### src/rtl/ptp_sys_time.sv
module ptp_sys_time #(
  parameter int INC_W = 8
) (
  input  logic        clk,
  input  logic        rst_n,
  input  logic        wr_en,
  input  logic [2:0]  wr_addr,
  input  logic [31:0] wr_data,
  output logic [31:0] sys_sec,
  output logic [31:0] sys_sub,
  output logic [6:0]  ctrl_rd,
  output logic        tgt_irq
);

  localparam logic [32:0] BIN_WRAP = 33'h0_8000_0000;
  localparam logic [32:0] DEC_WRAP = 33'd1_000_000_000;

  logic [6:0]       ctrl;
  logic [INC_W-1:0] inc;
  logic [31:0]      addend_sh, addend, acc;
  logic [31:0]      upd_sec, upd_sub, tgt_sec, tgt_sub;

  wire run      = ctrl[0];
  wire fine     = ctrl[1];
  wire do_init  = ctrl[2];
  wire do_adj   = ctrl[3];
  wire armed    = ctrl[4];
  wire do_load  = ctrl[5];
  wire dec      = ctrl[6];
  wire ctrl_wr  = wr_en && wr_addr == 3'd0;

  wire [32:0] wrap    = dec ? DEC_WRAP : BIN_WRAP;
  wire [32:0] acc_sum = {1'b0, acc} + {1'b0, addend};
  wire        step    = run && (fine ? acc_sum[32] : 1'b1);

  wire [32:0] sub_inc  = {1'b0, sys_sub} + 33'(inc);
  wire        inc_wrap = sub_inc >= wrap;

  wire [32:0] adj_mag  = {2'b00, upd_sub[30:0]};
  wire [32:0] sub_add  = {1'b0, sys_sub} + adj_mag;
  wire        add_wrap = sub_add >= wrap;
  wire        borrow   = {1'b0, sys_sub} < adj_mag;
  wire [32:0] sub_sub  = {1'b0, sys_sub} - adj_mag + (borrow ? wrap : 33'd0);

  wire late = (sys_sec > tgt_sec) || (sys_sec == tgt_sec && sys_sub > tgt_sub);

  assign ctrl_rd = ctrl;

  always_ff @(posedge clk or negedge rst_n) begin
    if (!rst_n) begin
      ctrl      <= '0;
      inc       <= '0;
      addend_sh <= '0;
      addend    <= '0;
      acc       <= '0;
      upd_sec   <= '0;
      upd_sub   <= '0;
      tgt_sec   <= '0;
      tgt_sub   <= '0;
      sys_sec   <= '0;
      sys_sub   <= '0;
      tgt_irq   <= 1'b0;
    end else begin
      tgt_irq <= armed && late;

      if (run && fine) acc <= acc_sum[31:0];
      if (do_load) addend <= addend_sh;

      if (do_init) begin
        sys_sec <= upd_sec;
        sys_sub <= upd_sub;
      end else if (do_adj) begin
        if (upd_sub[31]) begin
          sys_sec <= sys_sec - upd_sec - 32'(borrow);
          sys_sub <= sub_sub[31:0];
        end else begin
          sys_sec <= sys_sec + upd_sec + 32'(add_wrap);
          sys_sub <= add_wrap ? 32'(sub_add - wrap) : sub_add[31:0];
        end
      end else if (step) begin
        sys_sec <= sys_sec + 32'(inc_wrap);
        sys_sub <= inc_wrap ? 32'(sub_inc - wrap) : sub_inc[31:0];
      end

      if (ctrl_wr) begin
        ctrl <= wr_data[6:0];
      end else begin
        ctrl[2] <= 1'b0;
        ctrl[3] <= 1'b0;
        ctrl[5] <= 1'b0;
        if (armed && late) ctrl[4] <= 1'b0;
      end

      if (wr_en) begin
        case (wr_addr)
          3'd1: inc       <= wr_data[INC_W-1:0];
          3'd2: addend_sh <= wr_data;
          3'd3: upd_sec   <= wr_data;
          3'd4: upd_sub   <= wr_data;
          3'd5: tgt_sec   <= wr_data;
          3'd6: tgt_sub   <= wr_data;
          default: ;
        endcase
      end
    end
  end

endmodule

### config.mk
export PLATFORM = sky130hd
export DESIGN_NAME = ptp_sys_time
export DESIGN_NICKNAME = d
export VERILOG_FILES = /design/src/rtl/ptp_sys_time.sv
export SDC_FILE = /design/constraint.sdc
export NUM_CORES = 1
export LEC_CHECK = 0
export BUFFER_PORTS_ARGS = -buffer_cell sky130_fd_sc_hd__buf_2
export CORE_AREA = 2 2 179 251
export CTS_CLUSTER_SIZE = 12
export DETAILED_ROUTE_END_ITERATION = 6
export DIE_AREA = 0 0 181 253
export PLACE_DENSITY = 0.78
export SLEW_MARGIN = 20
export SYNTH_ARGS = -nofsm -noshare
export SYNTH_HDL_FRONTEND = slang
export SYNTH_SLANG_ARGS = --single-unit
### constraint.sdc
create_clock -name clk -period 9.11 [get_ports clk]
set_input_delay 1.3665 -clock clk [delete_from_list [all_inputs] [get_ports clk]]
set_output_delay 1.3665 -clock clk [all_outputs]
set_load 0.01 [all_outputs]
-- Yosys cells after proc, flatten, opt, wreduce, memory -nomap -nowiden
Index checks and enable logic that the tools add are counted.
- flip-flop bits (word level): 304
- input port bits: 38
- logic and storage cells: 68
- add/sub/neg operators: 12
- $lt $le $gt $ge: 5
- equal/unequal tests: 7
- muxes and demuxes: 15
- reduce and logical (&&, ||, !) cells: 15
- operator list (cell ; count):
    32-bit two-way mux ; 12
    32-bit subtractor ; 3
    33-bit by 32-bit >= comparator with 1-bit output ; 2
    32-bit by 1-bit adder with 32-bit output ; 2
    32-bit adder ; 2
    32-bit greater-than comparator ; 2
    32-bit by 31-bit adder with 33-bit output ; 1
    32-bit by 32-bit adder with 33-bit output ; 1
    32-bit by 8-bit adder with 33-bit output ; 1
    32-bit == test ; 1
    32-bit by 31-bit < comparator with 1-bit output ; 1
    32-bit by 1-bit subtractor with 32-bit output ; 1
    32-bit by 31-bit subtractor with 32-bit output ; 1
    2-bit AND reduction ; 6
    3-bit == test (second input constant) ; 3
    3-bit by 2-bit == test with 1-bit output (second input constant) ; 2
    1-bit logical AND ; 5
    4-bit two-way mux ; 1
    3-bit by 1-bit == test with 1-bit output (second input constant) ; 1
    3-bit zero test ; 1
    3-bit nonzero test ; 1
    1-bit two-way mux ; 2
    2-bit nonzero test ; 1
    1-bit logical OR ; 1

-- Logic depth before layout (Yosys ltp)
- word-level depth: 6
- depth in mapped cells: 39
- depth with buffers taken out: 36

-- Worst setup path after synthesis
OpenSTA, ideal clock, no wires.
- path kind: reg-to-reg
- from: reg sys_sub[8]
- to: reg sys_sec[30]
- library setup time: 0.083 ns
- data arrival time: 7.411 ns
- required time: 9.027 ns
- slack: 1.617 ns
- stages on the path, launching flop included: 37
- buffers on the path: 2
- period minus slack after synthesis: 7.493 ns
- path through: dfrtp_1 > ha_1 > clkbuf_1 > nor3_1 > o21ai_1 > a31oi_1 > or2_1 > o311ai_0 > a21oi_1 > o31a_1 > o21ai_0 > xnor2_1 > ha_1 > nand3_1 > or4_1 > or4_1 > nor4_1 > and4_1 > and4bb_1 > a31oi_4 > nand2_2 > inv_2 > buf_6 > fa_1 > fa_1 > o21bai_1 > a21oi_1 > o21ai_0 > nand3_1 > nand4b_1 > nand3_1 > o211ai_1 > nand2_1 > o21ai_0 > mux2i_1 > o2111ai_1 > o21ai_0
- longest elaborated chain between the ends: 6
- elaborated cells on any way between the ends: 12
- classes of those cells: add/sub: 5; order compare: 3; mux: 4
- ends and longest elaborated chain (what ; RTL line ; text):
    start, declared ; 10 ; output logic [31:0] sys_sub,
    start signal, assigned ; 71 ; sys_sub <= upd_sub;
    start signal, assigned ; 75 ; sys_sub <= sub_sub[31:0];
    start signal, assigned ; 78 ; sys_sub <= add_wrap ? 32'(sub_add - wrap) : sub_add[31:0];
    32-bit by 8-bit adder with 33-bit output or 32-bit by 31-bit adder with 33-bit output (tied branches) ; 36, 40 ;
    33-bit by 32-bit >= comparator with 1-bit output (on tied branches) ; 37, 41 ;
    32-bit by 1-bit adder with 32-bit output (on tied branches) ; 81, 77 ;
    32-bit two-way mux (on tied branches) ; 80, 73 ;
    32-bit two-way mux (*) ; 72 ; end else if (do_adj) begin
    32-bit two-way mux (*) ; 69 ; if (do_init) begin
    end signal, assigned ; 70 ; sys_sec <= upd_sec;
    end signal, assigned ; 74 ; sys_sec <= sys_sec - upd_sec - 32'(borrow);
    end signal, assigned ; 81 ; sys_sec <= sys_sec + 32'(inc_wrap);
    end, declared ; 9 ; output logic [31:0] sys_sec,
Mark *: on every way between the ends. The rest lies on a longest branch, timed or not. The select of a mux whose other input is x is not followed.
A chain may end at the register's enable or synchronous reset.

-- Worst setup path in the final report
- from: reg upd_sub[0]
- to: reg sys_sec[27]
- longest elaborated chain between the ends: 6
- elaborated cells on any way between the ends: 8
- classes of those cells: add/sub: 3; order compare: 2; mux: 3
- ends and longest elaborated chain (what ; RTL line ; text):
    start, declared ; 21 ; logic [31:0] upd_sec, upd_sub, tgt_sec, tgt_sub;
    start signal, assigned ; 99 ; 3'd4: upd_sub <= wr_data;
    32-bit by 31-bit adder with 33-bit output ; 40 ; wire [32:0] sub_add = {1'b0, sys_sub} + adj_mag;
    33-bit by 32-bit >= comparator with 1-bit output ; 41 ; wire add_wrap = sub_add >= wrap;
    32-bit by 1-bit adder with 32-bit output ; 77 ; sys_sec <= sys_sec + upd_sec + 32'(add_wrap);
    32-bit two-way mux (*) ; 73 ; if (upd_sub[31]) begin
    32-bit two-way mux (*) ; 72 ;
    32-bit two-way mux (*) ; 69 ;
    end signal, assigned ; 70 ;
    end signal, assigned ; 74 ;
    end signal, assigned ; 77 ;
Mark *: on every way between the ends. The rest lies on a longest branch, timed or not.

==> metrics <==
outcome finished, final reports clean; Core Region roughly 0.044 mm²; clock share of power 10.9%; crit path launch upd_sub[0]; H-Tree Level Count 2; Setup violations, final 0; die width 181 µm; xor/xnor share of the synthesized area under 10%; worst r2r src upd_sub[0]; final period utilization 96.0%; routed via count 25480; Setup crit start kind flop; Nets 3646; Comb pwr share 72.1%; hpwl dp approximately 71 mm; overall routing resource usage 40.4%; RSZ-0062 raised after global routing no; Switching Share ~52%; max_cap viols 0; number of buffers added on ports 109; Setup crit end sys_sec[27]; drt total wl 92.9 mm; vias in the first global route ~26000; main combinational cell family by area after synthesis compound AO/OA/AOI/OAI gates; Worst-Skew Late Latency 540 ps; Avg Synthesized Cell Area 8.77 µm²; Slew headroom 24.7%; post-synthesis sequential area ratio 27.5%; drt pass-1 iters 6; Num CTS Buffers 35; CP max FO 9; Final Wtd Congestion approximately 1.0; most frequent cells in the layout ha_1, inv_1, dfrtp_1; IO Pins 110; ys async rst share 100%; CTS sink cnt 304; peak supply drop 249 µV; die height 253 µm; Lkg Pwr around 14 nW; P_int 6.37 mW; non-filler cells, final 3846; Post-Syn Nets roughly 3500; Post-synth EDFFs 0; CP max-delay cell or4_1; Sw Pwr 6.86 mW; slowest stage delay, CP between 500 and 600 ps; flop2flop setup slack around 360 ps; Starting Density 63.3%; Synth Register Bits ~300; row count 91; achievable frequency 0.114 GHz; Sequential Power Share around 17%; Bufs on Longest Clock Path 3; ANT nets after route 0; WS Path Type reg -> reg; ratio of cells with drive above 1 in the final layout 14.7%; CP required ~9600 ps; YS warnings 0; Post-synth top flop dfrtp_1; clock root buffer clkbuf_16; Worst R2R Path Depth 32; Worst-Margin Slew approximately 1100 ps; drt drc 0; CTS tree built; R2R Path End sys_sec[27]; Final Max Slew Viols 0; CTS clk-pin slew, worst paths 70 ps; drt wl/cell 24.2 µm; Post-Syn Area 0.0277 mm²; first-pass GRT wire length between 100 and 150 mm; mux share of post-synthesis cell area under 10%; Yosys cell types 112; initial antenna violation count 1; largest net degree at the start of global routing approximately 100; post-synthesis simple-gate area fraction 14.7%; Adder-Cell Fraction of Synth Area 16.2%; Final Hold Viols 0; gr ovfl total 0; Area Growth Syn to Fin 9.12%; Hold WC Path Type reg -> reg; endpoint type of the worst setup path flop; leading cell type in the layout, fill and taps excluded ha_1; area fraction in compound gates after synthesis roughly 22%; fillers 3573; Setup Skew ~24 ps; Critical Path AT slightly above 9000 ps; full die area 0.0458 mm²; Iteration-0 DRC Markers 2158; vias per std cell 6.63; Setup TNS 0 ps; minimum clock period roughly 8700 ps; Post-Synthesis Cells 3153; total placed cells including tap cells 3785; Power per Cell Area 438 mW/mm²
kinds of logic (layout without fill, tap and decap cells):
logic type / count (synthesis) / count (layout)
buffers and inverters: 409 / 541
xor gates and xnor gates: 203 / 203
other: 0 / 3
and+or+nand+nor: 807 / 807
DFF: 304 / 304
AOI/OAI and AO/OA: 894 / 894
muxes: 192 / 192
adders and majority gates: 344 / 344
how the worst min path moves through the flow:
stage | start | to | slack, ps | depth (start not counted)
finish | acc[20] | acc[20] | 480 | 2
detailed placement | acc[20] | acc[20] | 470 | 2
global route | acc[4] | acc[4] | 500 | 1
CTS | acc[20] | acc[20] | 490 | 2
floorplan | addend_sh[1] | addend[1] | 450 | 2
global placement | addend_sh[1] | addend[1] | 460 | 2
routing by layer:
| metal | up-vias | GRT usage, % | routed length (µm) |
|---|---|---|---|
| met4 | 0 | 25.9 | 6830 |
| met2 | 1158 | 70.2 | 44700 |
| li1 | 11587 | - | - |
| met5 | - | 0 | 0 |
| met1 | 12371 | 47.3 | 35500 |
| met3 | 364 | 4.89 | 5850 |
power groups by stage:
stage / logic (mW) / registers (mW) / clock network [mW]
2_1_floorplan: 6.73 / 2.17 / 0
3_3_place_gp: 9.06 / 2.22 / 0
3_5_place_dp: 9.23 / 2.26 / 0
4_1_cts: 9.31 / 2.24 / 1.45
5_1_grt: 10.4 / 2.30 / 1.50
6_report: 9.54 / 2.25 / 1.44
synth_stat cells, types with 55 or more instances:
library cell / count / area, µm²
dfrtp_1: 304 / 7610
nand3_1: 74 / 370
inv_1: 303 / 1140
nor2_1: 188 / 706
nor3_1: 73 / 365
o21ai_0: 195 / 976
a211oi_1: 55 / 413
a21o_1: 91 / 683
xnor2_1: 153 / 1340
nand2_1: 210 / 788
ha_1: 319 / 3990
mux2_2: 177 / 1990
a21oi_1: 220 / 1100
clkbuf_1: 82 / 308
cell type report:
cell class	instances	area [µm²]	area share, %
clock inverters	11	125	0.414
repair buffers	175	1050	3.48
well taps	558	698	2.31
inverters	308	1160	3.83
multi-input cells	2440	18500	61.4
clock buffers	47	1010	3.35
flip-flops and latches	304	7610	25.2
diodes	3	7.51	0.0249
flip-flops by register name (all words and copies together), names as in the netlist:
register and flops:
sys_sec 32, tgt_sub 32, addend_sh 32, sys_sub 32, acc 32, tgt_sec 32, inc 8, upd_sec 32
addend 32, ctrl_rd 7, tgt_irq 1, upd_sub 32
per-stage QoR:
step                total power [mW]  worst slack [ps]  hold WS [ps]  instance area (µm²)  util (%)
finish                          13.2               364           483                30200      69.0
global route                    14.2              7.39           501                30200      69.0
CTS                             13.0               145           487                30200      69.0
detailed placement              11.5               188           474                29000      66.4
global placement                11.3               429           463                29000      66.4
floorplan                       8.90              1620           446                27700         -
what timing repair did:
action,CTS,global route
hold buffers,0,0
setup buffers,0,0
gates resized for setup,0,6
endpoints found under the setup margin,0,17
critical path, delay by kind of cell, from the launching register on:
family                     cells  cell delay, ps
DFF                            1             430
xor gates and xnor gates       2             310
buffers and inverters          1              70
adders and majority gates      4            1500
and+or+nand+nor               12            2710
AOI/OAI and AO/OA             13            3630
Power figures use the tool's default switching activity.
